<file path="src/rtl/vlen_pkg.sv">
package vlen_pkg;

  typedef enum logic [1:0] {
    OP_CSR_REG = 2'd0,
    OP_CSR_IMM = 2'd1,
    OP_SETVL   = 2'd2,
    OP_RSVD    = 2'd3
  } vlenOp_e;

  // strobes from the command decoder to the length datapath
  typedef struct packed {
    logic wrVl;    // write VL from a CSR operand
    logic wrMax;   // write MAXVL from a CSR operand
    logic setvl;   // set-length: load MAXVL and clamp request
    logic useImm;  // CSR operand comes from the immediate field
  } vlenStrobe_t;

endpackage

</file>
<file path="src/rtl/vlen_decode.sv">
module vlen_decode
  import vlen_pkg::*;
(
  input  logic        clk,
  input  logic        rstN,
  input  logic        cmdValid,
  input  logic [1:0]  cmdOp,
  input  logic        csrSel,
  output vlenStrobe_t strb
);

  vlenOp_e op;

  always_comb begin
    op   = vlenOp_e'(cmdOp);
    strb = '0;
    if (cmdValid) begin
      unique case (op)
        OP_CSR_REG: begin
          strb.wrVl  = !csrSel;
          strb.wrMax = csrSel;
        end
        OP_CSR_IMM: begin
          strb.wrVl   = !csrSel;
          strb.wrMax  = csrSel;
          strb.useImm = 1'b1;
        end
        OP_SETVL: strb.setvl = 1'b1;
        default:  strb = '0;
      endcase
    end
  end

  AST_STROBE_ONEHOT: assert property (@(posedge clk) disable iff (!rstN)
    $onehot0({strb.wrVl, strb.wrMax, strb.setvl}));

  AST_RSVD_QUIET: assert property (@(posedge clk) disable iff (!rstN)
    (!cmdValid || cmdOp == 2'd3) |-> !(strb.wrVl || strb.wrMax || strb.setvl));

endmodule

</file>
<file path="src/rtl/vlen_regs.sv">
module vlen_regs
  import vlen_pkg::*;
#(
  parameter int XLEN = 64,
  parameter int LENW = 6,
  parameter int IMMW = 5,
  localparam int VALW = LENW + 1
) (
  input  logic              clk,
  input  logic              rstN,
  input  vlenStrobe_t       strb,
  input  logic [XLEN-1:0]   csrData,
  input  logic [IMMW-1:0]   csrImm,
  input  logic [XLEN-1:0]   setReq,
  input  logic [LENW-1:0]   setMaxImm,
  output logic [VALW-1:0]   vlVal,
  output logic [VALW-1:0]   maxVlVal,
  output logic [LENW-1:0]   vlEnc,
  output logic [LENW-1:0]   maxVlEnc,
  output logic              vlZero
);

  localparam logic [VALW-1:0] MAXLEN = VALW'(1 << LENW);
  localparam logic [VALW-1:0] ONE    = VALW'(1);

  logic [LENW-1:0] vlEncQ, maxEncQ;
  logic            zeroQ;
  logic [VALW-1:0] curVl, curMax, immVal, regVal, srcVal;
  logic [VALW-1:0] setMax, setVl, nxtVl, nxtMax;
  logic            anyWr;

  // decode stored encodings into plain lengths
  always_comb begin
    curMax = {1'b0, maxEncQ} + ONE;
    if (zeroQ)              curVl = '0;
    else if (vlEncQ == '0)  curVl = MAXLEN;
    else                    curVl = {1'b0, vlEncQ};
  end

  // operand shaping: immediate offset, register saturation
  always_comb begin
    immVal = VALW'(csrImm) + ONE;
    if (csrData == '0 || csrData > XLEN'(MAXLEN)) regVal = MAXLEN;
    else                                           regVal = csrData[VALW-1:0];
    srcVal = strb.useImm ? immVal : regVal;
    setMax = {1'b0, setMaxImm} + ONE;
    setVl  = (setReq > XLEN'(setMax)) ? setMax : setReq[VALW-1:0];
  end

  // next-state selection
  always_comb begin
    nxtVl  = curVl;
    nxtMax = curMax;
    if (strb.setvl) begin
      nxtMax = setMax;
      nxtVl  = setVl;
    end else if (strb.wrVl) begin
      nxtVl = (srcVal > curMax) ? curMax : srcVal;
    end else if (strb.wrMax) begin
      nxtMax = srcVal;
      nxtVl  = (curVl > srcVal) ? srcVal : curVl;
    end
  end

  assign anyWr = strb.setvl | strb.wrVl | strb.wrMax;

  always_ff @(posedge clk) begin
    if (!rstN) begin
      vlEncQ  <= LENW'(1);
      maxEncQ <= '1;
      zeroQ   <= 1'b0;
    end else if (anyWr) begin
      vlEncQ  <= nxtVl[LENW-1:0];
      maxEncQ <= LENW'(nxtMax - ONE);
      zeroQ   <= (nxtVl == '0);
    end
  end

  assign vlVal    = curVl;
  assign maxVlVal = curMax;
  assign vlEnc    = vlEncQ;
  assign maxVlEnc = maxEncQ;
  assign vlZero   = zeroQ;

  AST_VL_LE_MAX: assert property (@(posedge clk) disable iff (!rstN)
    vlVal <= maxVlVal);

  AST_ZERO_FROM_SETVL: assert property (@(posedge clk) disable iff (!rstN)
    (rstN && $past(rstN) && $rose(zeroQ)) |-> $past(strb.setvl));

  AST_IDLE_HOLD: assert property (@(posedge clk) disable iff (!rstN)
    !anyWr |=> ($stable(vlEncQ) && $stable(maxEncQ) && $stable(zeroQ)));

  AST_IMM_RANGE: assert property (@(posedge clk) disable iff (!rstN)
    (strb.wrVl && strb.useImm) |=> (vlVal <= VALW'(1 << IMMW) && vlVal != '0));

  AST_SETVL_MAX: assert property (@(posedge clk) disable iff (!rstN)
    strb.setvl |=> maxEncQ == $past(setMaxImm));

endmodule

</file>
<file path="src/rtl/vlen_ctrl.sv">
module vlen_ctrl
  import vlen_pkg::*;
#(
  parameter int XLEN = 64,
  parameter int LENW = 6,
  parameter int IMMW = 5
) (
  input  logic              clk,
  input  logic              rstN,
  input  logic              cmdValid,
  input  logic [1:0]        cmdOp,
  input  logic              csrSel,
  input  logic [XLEN-1:0]   csrData,
  input  logic [IMMW-1:0]   csrImm,
  input  logic [XLEN-1:0]   setReq,
  input  logic [LENW-1:0]   setMaxImm,
  output logic [LENW:0]     vlVal,
  output logic [LENW:0]     maxVlVal,
  output logic [LENW-1:0]   vlEnc,
  output logic [LENW-1:0]   maxVlEnc,
  output logic              vlZero
);

  vlenStrobe_t strb;

  vlen_decode u_decode (
    .clk      (clk),
    .rstN     (rstN),
    .cmdValid (cmdValid),
    .cmdOp    (cmdOp),
    .csrSel   (csrSel),
    .strb     (strb)
  );

  vlen_regs #(
    .XLEN (XLEN),
    .LENW (LENW),
    .IMMW (IMMW)
  ) u_regs (
    .clk       (clk),
    .rstN      (rstN),
    .strb      (strb),
    .csrData   (csrData),
    .csrImm    (csrImm),
    .setReq    (setReq),
    .setMaxImm (setMaxImm),
    .vlVal     (vlVal),
    .maxVlVal  (maxVlVal),
    .vlEnc     (vlEnc),
    .maxVlEnc  (maxVlEnc),
    .vlZero    (vlZero)
  );

endmodule

</file>
<file path="config.mk">
export PLATFORM = sky130hd
export DESIGN_NAME = vlen_ctrl
export DESIGN_NICKNAME = d
export VERILOG_FILES = /design/src/rtl/vlen_pkg.sv /design/src/rtl/vlen_decode.sv /design/src/rtl/vlen_regs.sv /design/src/rtl/vlen_ctrl.sv
export SDC_FILE = /design/constraint.sdc
export NUM_CORES = 1
export LEC_CHECK = 0
export ABC_AREA = 1
export ABC_CLOCK_PERIOD_IN_PS = 4100
export BUFFER_PORTS_ARGS = -buffer_cell sky130_fd_sc_hd__buf_2
export CORE_MARGIN = 4
export CORE_UTILIZATION = 35
export DETAILED_ROUTE_END_ITERATION = 8
export PLACE_DENSITY = 0.71
export SKIP_CTS_REPAIR_TIMING = 1
export SLEW_MARGIN = 20
export SYNTH_ARGS = -nofsm -noshare
export SYNTH_HDL_FRONTEND = slang
export SYNTH_HIERARCHICAL = 1
export SYNTH_SLANG_ARGS = --single-unit
</file>
<file path="constraint.sdc">
create_clock -name clk -period 4.1 [get_ports clk]
set_input_delay 0.205 -clock clk [delete_from_list [all_inputs] [get_ports clk]]
set_output_delay 0.205 -clock clk [all_outputs]
set_load 0.03 [all_outputs]
</file>
* Yosys cells after proc, flatten, opt, wreduce, memory -nomap -nowiden
Cells that the tools add are included.
Operators by class: $add $sub $neg 4, $lt $le $gt $ge 4, equal/unequal tests 2, multiplexer cells 17, bitwise operators 2, reductions and logical operators 7
Operators by type and width (number):
- 7-bit 2-to-1 mux | 10
- 64-bit by 7-bit greater-than comparator with 1-bit output | 1
- 64-bit by 7-bit greater-than comparator with 1-bit output, second input constant | 1
- 64-bit zero test | 1
- 6-bit 2-to-1 mux | 3
- 6-bit by 1-bit adder with 7-bit output, second input constant | 2
- 7-bit greater-than comparator | 2
- 7-bit zero test | 1
- 5-bit by 1-bit adder with 6-bit output, second input constant | 1
- 6-bit zero test | 1
- 6-bit by 1-bit subtractor with 6-bit output, second input constant | 1
- 4-bit 2-to-1 mux | 1
- 2-bit by 1-bit == test with 1-bit output, second input constant | 1
- 2-bit == test, second input constant | 1
- 2-bit zero test | 1
- 1-bit 2-to-1 mux | 2
- 2-bit 2-to-1 mux | 1
- 1-bit OR | 2
- 2-bit OR reduction | 1
- 1-bit zero test | 1
- 1-bit logical OR | 1
Storage, ports and cells: register bits 13, input port bits 145, logic and storage cells 39

* Logic depth before layout (Yosys ltp)
Gate-level depths: netlist (run 1).
word-level depth 11, depth in mapped cells 24

* By module
Netlist (run 1), hierarchy kept.
By module, submodules not included:
- vlen_regs | times used 1, cells an instance 461, area each 2527.4 um2, seq. area each 260.2 um2
- vlen_decode | times used 1, cells an instance 9, area each 36.3 um2, seq. area each 0.0 um2

* Worst setup path after synthesis (run 1)
No wires, ideal clock.
path type register to register, start register u_regs.maxEncQ[0], in the netlist u_regs/maxVlEnc[0], end register u_regs.zeroQ, in the netlist u_regs/vlZero, library setup time 0.062 ns, arrival time 3.082 ns, required time 4.038 ns, slack 0.956 ns, cell stages (with the launch flop) 18, period minus slack after synthesis 3.144 ns, path through dfxtp_1 ha_1 xor2_1 inv_1 ha_1 a21oi_1 o21ai_0 nand2_1 o211ai_1 nand2_1 clkinv_1 o211ai_1 nand3_1 nand2_1 nand3_1 nor2_1 nand2_1 nor2_2
On the way: word-level cells in the longest chain between the ends 6
RTL lines:
- start, declared | RTL line vlen_regs.sv:26 | logic [LENW-1:0] vlEncQ, maxEncQ;
- start signal, assigned | RTL line vlen_regs.sv:74 | maxEncQ <= LENW'(nxtMax - ONE);
- 6-bit by 1-bit adder with 7-bit output * | RTL line vlen_regs.sv:34 | curMax = {1'b0, maxEncQ} + ONE;
- net maxVlVal[2] | RTL line vlen_ctrl.sv:18 | output logic [LENW:0] maxVlVal,
- 7-bit greater-than comparator | RTL line vlen_regs.sv:58 | nxtVl = (srcVal > curMax) ? curMax : srcVal;
- 7-bit 2-to-1 mux * | RTL line vlen_regs.sv:58
- 7-bit 2-to-1 mux * | RTL line vlen_regs.sv:57 | end else if (strb.wrVl) begin
- 7-bit 2-to-1 mux * | RTL line vlen_regs.sv:54 | if (strb.setvl) begin
- 7-bit zero test * | RTL line vlen_regs.sv:75 | zeroQ <= (nxtVl == '0);
- end signal, assigned | RTL line vlen_regs.sv:75
- end, declared | RTL line vlen_regs.sv:27 | logic zeroQ;
The timed path passes the listed nets; every way through them passes the cells marked *. A chain may end at the register's enable or synchronous reset.

==> flow_summary.json, run 1 <==
{
  "ys.flop_type": "dfxtp_1",
  "core_um2": 6940,
  "gp_congestion": 0.913,
  "yosysSeqAreaShare_pct": 10.2,
  "fin_nets": 810,
  "drt-met1-wl_mm": 3.87,
  "cp_data_arrival_time_ps": 3250,
  "drt_pass1_iterations": 5,
  "critPathKind": "input port to flip-flop",
  "area_delta_synth_final_pct": 39.3,
  "fin_tns_setup_ps": 0,
  "endpoint_kind": "flip-flop",
  "hold_depth": 2,
  "synth_top_area_share_pct": 16.1,
  "die_w_um": 93.6,
  "grt_max_degree": 18,
  "rsz0062_at_grt": "no",
  "synth_edf_count": 0,
  "finalSetupViolCount": 0,
  "reg2reg_depth": 18,
  "skew_ps": 3.96,
  "drc": 0,
  "antenna_found_initial": 1,
  "slew_headroom_pct": 48.0,
  "fmax_ghz": 0.325,
  "drv_cap": 0,
  "drtIter0Drc": 223,
  "ant_nets": 0,
  "critical_path_required_ps": 4280,
  "fin_crit_sh_pct": 75.0,
  "highest-signal-layer": "met4",
  "finalCriticalPeriod_ps": 3070,
  "grt_pass1_vias": 3530,
  "cts_tree": "yes",
  "avgViaCountPerCell": 4.96,
  "grt_usage_pct": 20.8,
  "wl_met3_um": 785,
  "tightest_slew_ps": 773,
  "holdCritPathClass": "input port to flip-flop",
  "start_util_pct": 36.9,
  "cts.path.max_buffers": 2,
  "p_leak_uw": 0.00200,
  "grt_pass1_wl_mm": 15.2,
  "io_buffers": 171,
  "clkLatencyLatePin_ps": 240,
  "ys_warn_count": 6,
  "slew_viol_final": 0,
  "yosysTopAreaCell": "nand2_1",
  "numCtsBuffers": 3,
  "hold_viol": 0,
  "hpwl_mm": 8.40,
  "htreeDepth": 1,
  "syn_area_um2": 2560,
  "dr_wl_met2_mm": 4.61,
  "critPathMaxFanout": 10,
  "synthDistinctLibCells": 35,
  "irDropWorstVdd_mv": 0.109,
  "clkTransAtPathRegs_ps": 50,
  "num_rows": 30,
  "io_pins": 172,
  "final_util_pct": 51.4,
  "vias": 3660,
  "cts_root_buffer": "clkbuf_8",
  "wirelength_mm": 9.47,
  "drive_above_1_share_pct": 30.1,
  "regToRegSetupSlack_ps": 1200,
  "syn_area_per_cell_um2": 5.45,
  "ys_ff_latch": 13,
  "syn_inst": 470,
  "wl_per_cell_um": 12.8,
  "syn_nets": 638,
  "globalRouteOverflowTotal": 0,
  "p_per_area_nw_per_um2": 220,
  "die-area_um2": 8760,
  "cp-start-kind": "input port",
  "clock_sinks": 13,
  "outcome": "complete, no violations",
  "synthTopCellsByArea": "nand2_1 (16%), nor2_1 (13%), ha_1 (11%)",
  "die_y_um": 93.6,
  "async_flop_share_pct": 0
}
## cells by family (layout without fill, tap and decap cells)
| group | Yosys count | in the layout | share of synthesized area (%) |
|---|---|---|---|
| AOI/OAI and AO/OA | 70 | 70 | 16.7 |
| other | 0 | 1 | 0 |
| xor gates and xnor gates | 8 | 8 | 2.73 |
| adders and majority gates | 23 | 23 | 11.2 |
| buffers and inverters | 80 | 251 | 11.9 |
| and+or+nand+nor | 276 | 276 | 47.2 |
| DFF | 13 | 13 | 10.2 |
## cells in the mapped netlist, types with 2 or more instances
cell / number
a21oi_1: 17
clkbuf_1: 3
clkinv_1: 3
dfxtp_1: 13
ha_1: 23
inv_1: 72
nand2_1: 110
nand2_2: 3
nand2_4: 2
nand3_1: 32
nand4_1: 13
nor2_1: 87
nor2_2: 7
nor3_1: 2
nor4_1: 16
o211ai_1: 18
o21ai_0: 23
o22ai_1: 3
xnor2_1: 3
xor2_1: 5
## state kept, by name, indices dropped and copies added, names as in the netlist
name,cells
u_regs/maxVlEnc,6
u_regs/vlEnc,6
u_regs/vlZero,1
## routing by layer
| layer | up-vias | track usage (%) |
|---|---|---|
| met5 | - | 0 |
| met4 | 0 | 5.17 |
| met3 | 14 | 3.62 |
| met2 | 160 | 38.4 |
| met1 | 1586 | 24.7 |
| li1 | 1900 | - |
## path summary, 6_finish.rpt
| path | from | endpoint |
|---|---|---|
| max | cmdOp[1] | u_regs/vlZero$_SDFFE_PN0P_ |
| min | rstN | u_regs/maxVlEnc[0]$_SDFFE_PN1P_ |
| max reg2reg | u_regs/maxVlEnc[0]$_SDFFE_PN1P_ | u_regs/vlZero$_SDFFE_PN0P_ |
| min reg2reg | u_regs/maxVlEnc[3]$_SDFFE_PN1P_ | u_regs/maxVlEnc[3]$_SDFFE_PN1P_ |
## through the flow
stage	hold slack [ps]	std cells	setup WS (ps)	power (uW)	instance area, um^2
final	255	738	1030	786	3570
after CTS	249	737	1070	786	3570
after global routing	281	738	600	862	3570
after floorplan	343	470	956	492	2560
after detailed placement	500	733	825	672	3520
after global placement	494	733	960	663	3520
## critical path: stages
cell and delay [ps]:
buf_2 100, inv_1 50, nand2_2 60, nor2_1 220, clkinv_1 290, o32ai_1 590
ha_1 330, nand2_1 80, nor2_1 60, nand2_1 60, o211ai_1 110, nand2_1 130
clkinv_1 220, o211ai_1 260, nand3_1 100, nand2_1 110, nand2_1 60, nor2_1 80
nand2_1 70, nor2_2 70
## final cells by class
type | count | area (um^2)
Fill cell | 757 | 3370
Antenna cell | 1 | 2.50
Multi-Input combinational cell | 377 | 2000
Timing Repair Buffer | 172 | 863
Tap cell | 96 | 120
Inverter | 75 | 282
Clock buffer | 4 | 45.0
Sequential cell | 13 | 260
## power by group
| part | switching, uW | internal, uW | leakage, uW |
|---|---|---|---|
| registers | 14.4 | 140 | 0.000107 |
| logic | 330 | 189 | 0.00187 |
| clock network | 43.9 | 68.5 | 0.0000228 |
| total | 388 | 398 | 0.00200 |
## cells in the final DEF, fill, tap and decap left out
| master | instances |
|---|---|
| buf_2 | 171 |
| nand2_1 | 110 |
| nor2_1 | 87 |
| inv_1 | 72 |
| nand3_1 | 32 |
| o21ai_0 | 23 |
| ha_1 | 23 |
| o211ai_1 | 18 |
| a21oi_1 | 17 |
| nor4_1 | 16 |
| nand4_1 | 13 |
| dfxtp_1 | 13 |
| nor2_2 | 7 |
| xor2_1 | 5 |
| clkbuf_8 | 3 |
| nand2_2 | 3 |
| clkinv_1 | 3 |
| o22ai_1 | 3 |
| xnor2_1 | 3 |
| nor3_1 | 2 |
| nand2_4 | 2 |
| diode_2 | 1 |
| clkbuf_1 | 1 |
| and2_2 | 1 |
| o32ai_1 | 1 |
| a31o_2 | 1 |
| o21ai_2 | 1 |
| o21a_1 | 1 |
| and2_1 | 1 |
| o21bai_1 | 1 |
| nand3_2 | 1 |
| nor2_4 | 1 |
| a21o_1 | 1 |
| a21oi_2 | 1 |
| a2111o_1 | 1 |
| a31oi_1 | 1 |
| buf_4 | 1 |
Note: power is estimated with default switching activity, not from simulation.
==> run 2: changes to the inputs <==
--- a/config.mk
+++ b/config.mk
@@ -6,12 +6,12 @@
 export NUM_CORES = 1
 export LEC_CHECK = 0
 export ABC_AREA = 1
-export ABC_CLOCK_PERIOD_IN_PS = 4100
+export ABC_CLOCK_PERIOD_IN_PS = 2700
 export BUFFER_PORTS_ARGS = -buffer_cell sky130_fd_sc_hd__buf_2
 export CORE_MARGIN = 4
 export CORE_UTILIZATION = 35
 export DETAILED_ROUTE_END_ITERATION = 8
-export PLACE_DENSITY = 0.71
+export PLACE_DENSITY = 0.74
 export SKIP_CTS_REPAIR_TIMING = 1
 export SLEW_MARGIN = 20
 export SYNTH_ARGS = -nofsm -noshare
==> constraint.sdc (replaced) <==
create_clock -name clk -period 2.7 [get_ports clk]
set_input_delay 0.135 -clock clk [delete_from_list [all_inputs] [get_ports clk]]
set_output_delay 0.135 -clock clk [all_outputs]
set_load 0.03 [all_outputs]
==> flow_summary.json, run 2 (synthesis gave the netlist of run 1 again) <==
{
  "outcome": "finished, violations left",
  "violations": "negative setup slack",
  "cts_tree": "yes",
  "vias": 3871,
  "critical_path_required_ps": 2880,
  "p_per_area_nw_per_um2": 333,
  "finalCriticalPeriod_ps": 2710,
  "hpwl_mm": 8.82,
  "hold_viol": 0,
  "area_delta_synth_final_pct": 62.3,
  "finalSetupViolCount": 1,
  "ant_nets": 0,
  "grt_usage_pct": 22.0,
  "gp_congestion": 0.957,
  "cp_data_arrival_time_ps": 2890,
  "io_buffers": 171,
  "rsz0062_at_grt": "yes",
  "final_cell_mix": "buf_2 (166), nand2_1 (105), nor2_1 (80), inv_1 (69), buf_4 (43)",
  "reg2reg_depth": 18,
  "finish.instance_area_um2": 4160,
  "cts.path.max_buffers": 2,
  "slew_viol_final": 0,
  "postPlaceCellArea_um2": 3860,
  "drc": 0,
  "avgViaCountPerCell": 4.95,
  "dp.cells": 772,
  "die_y_um": 93.6,
  "drv_cap": 0,
  "io_pins": 172,
  "endpoint_kind": "flip-flop",
  "final_common_cell": "buf_2",
  "r2r_start": "u_regs/maxVlEnc[0]$_SDFFE_PN1P_",
  "fin_tns_setup_ps": -6.27,
  "clock_sinks": 13,
  "fin_nets": 855,
  "fmax_ghz": 0.370,
  "clkLatencyLatePin_ps": 240,
  "grt_pass1_wl_mm": 16.0,
  "critPathMaxFanout": 6,
  "cp-start-kind": "flip-flop",
  "min_to": "u_regs/maxVlEnc[0]$_SDFFE_PN1P_",
  "drtIter0Drc": 226,
  "regToRegSetupSlack_ps": -6,
  "grt_max_degree": 16,
  "fin_crit_sh_pct": 100,
  "tightest_slew_ps": 450,
  "p_leak_uw": 0.00226,
  "holdCritPathClass": "input port to flip-flop",
  "antenna_found_initial": 0,
  "die_w_um": 93.6,
  "drive_above_1_share_pct": 40.2,
  "setup_slack_ps": -6.27,
  "grt_pass1_vias": 3729,
  "insertedDiodeCount": 0,
  "r2r-end": "u_regs/vlZero$_SDFFE_PN0P_",
  "wirelength_mm": 10.2,
  "start_util_pct": 36.9,
  "hp-start": "rstN",
  "die-area_um2": 8760,
  "globalRouteOverflowTotal": 0,
  "clkTransAtPathRegs_ps": 60,
  "num_rows": 30,
  "power_uw": 1390,
  "irDropWorstVdd_mv": 0.210,
  "final_util_pct": 59.9,
  "numCtsBuffers": 3,
  "critPathKind": "flip-flop to flip-flop",
  "hold_depth": 2,
  "htreeDepth": 1,
  "final_cells": 782,
  "wl_per_cell_um": 13.1,
  "cts_root_buffer": "clkbuf_8",
  "skew_ps": 0.971,
  "drt_pass1_iterations": 4,
  "core_um2": 6940,
  "slew_headroom_pct": 69.8
}
## run 2: cell types whose count changed in the layout (fill, tap and decap cells not counted), moves of 6 or more
cell	delta
nor2_1	-7
ha_4	+6
buf_6	+7
buf_4	+42
ha_1	-6
## run 2: per-layer routing
| layer | vias to the layer above | track usage, % | share of wire [%] |
|---|---|---|---|
| met5 | - | 0 | 0 |
| met1 | 1696 | 26.6 | 40 |
| met4 | 0 | 3.49 | 1.5 |
| met2 | 174 | 40.9 | 51 |
| met3 | 17 | 3.86 | 7.8 |
| li1 | 1984 | - | - |
## run 2: how the worst max path moves through the flow
| stage | start | end | slack, ps | depth (start not counted) |
|---|---|---|---|---|
| global route | csrData[22] | u_regs/vlZero$_SDFFE_PN0P_ | -180 | 24 |
| detailed placement | csrData[10] | u_regs/vlZero$_SDFFE_PN0P_ | -250 | 24 |
| finish | u_regs/maxVlEnc[0]$_SDFFE_PN1P_ | u_regs/vlZero$_SDFFE_PN0P_ | -6 | 18 |
| global placement | csrData[15] | u_regs/vlZero$_SDFFE_PN0P_ | -160 | 24 |
| floorplan | u_regs/maxVlEnc[1]$_SDFFE_PN1P_ | u_regs/vlZero$_SDFFE_PN0P_ | 5 | 18 |
| CTS | u_regs/maxVlEnc[0]$_SDFFE_PN1P_ | u_regs/vlZero$_SDFFE_PN0P_ | -90 | 19 |
## run 2: area by class of cell
type	count	area, um^2
fillers	673	2780
multi-input cells	377	2200
repair buffers	216	1230
inverters	75	284
flip-flops and latches	13	274
well taps	96	120
clock buffers	4	45.0
repair inverters	1	7.51
## run 2: per-stage QoR
step / setup WS, ps / hold WS (ps)
CTS: -94.0 / 184
finish: -6.27 / 196
floorplan: 5.13 / 273
global placement: -161 / 427
detailed placement: -254 / 435
global route: -185 / 211
## run 2: critical path, stage by stage (launching register included)
cell	delay (ps)
dfxtp_4	390
ha_4	190
nand3_2	110
nor2_2	120
nand2_1	130
ha_4	310
nand2_4	50
nor2_4	100
nand2_1	70
o211ai_1	140
nand2_2	150
buf_6	150
o211ai_1	240
nand3_1	120
nand2_1	90
nand2_1	60
nor2_1	100
nand2_1	70
nor2_2	80
## run 2: power by group
| group | switching [uW] | total, uW | internal (uW) |
|---|---|---|---|
| combinational | 568 | 969 | 401 |
| sequential | 29.0 | 243 | 214 |
| clock | 70.1 | 174 | 104 |
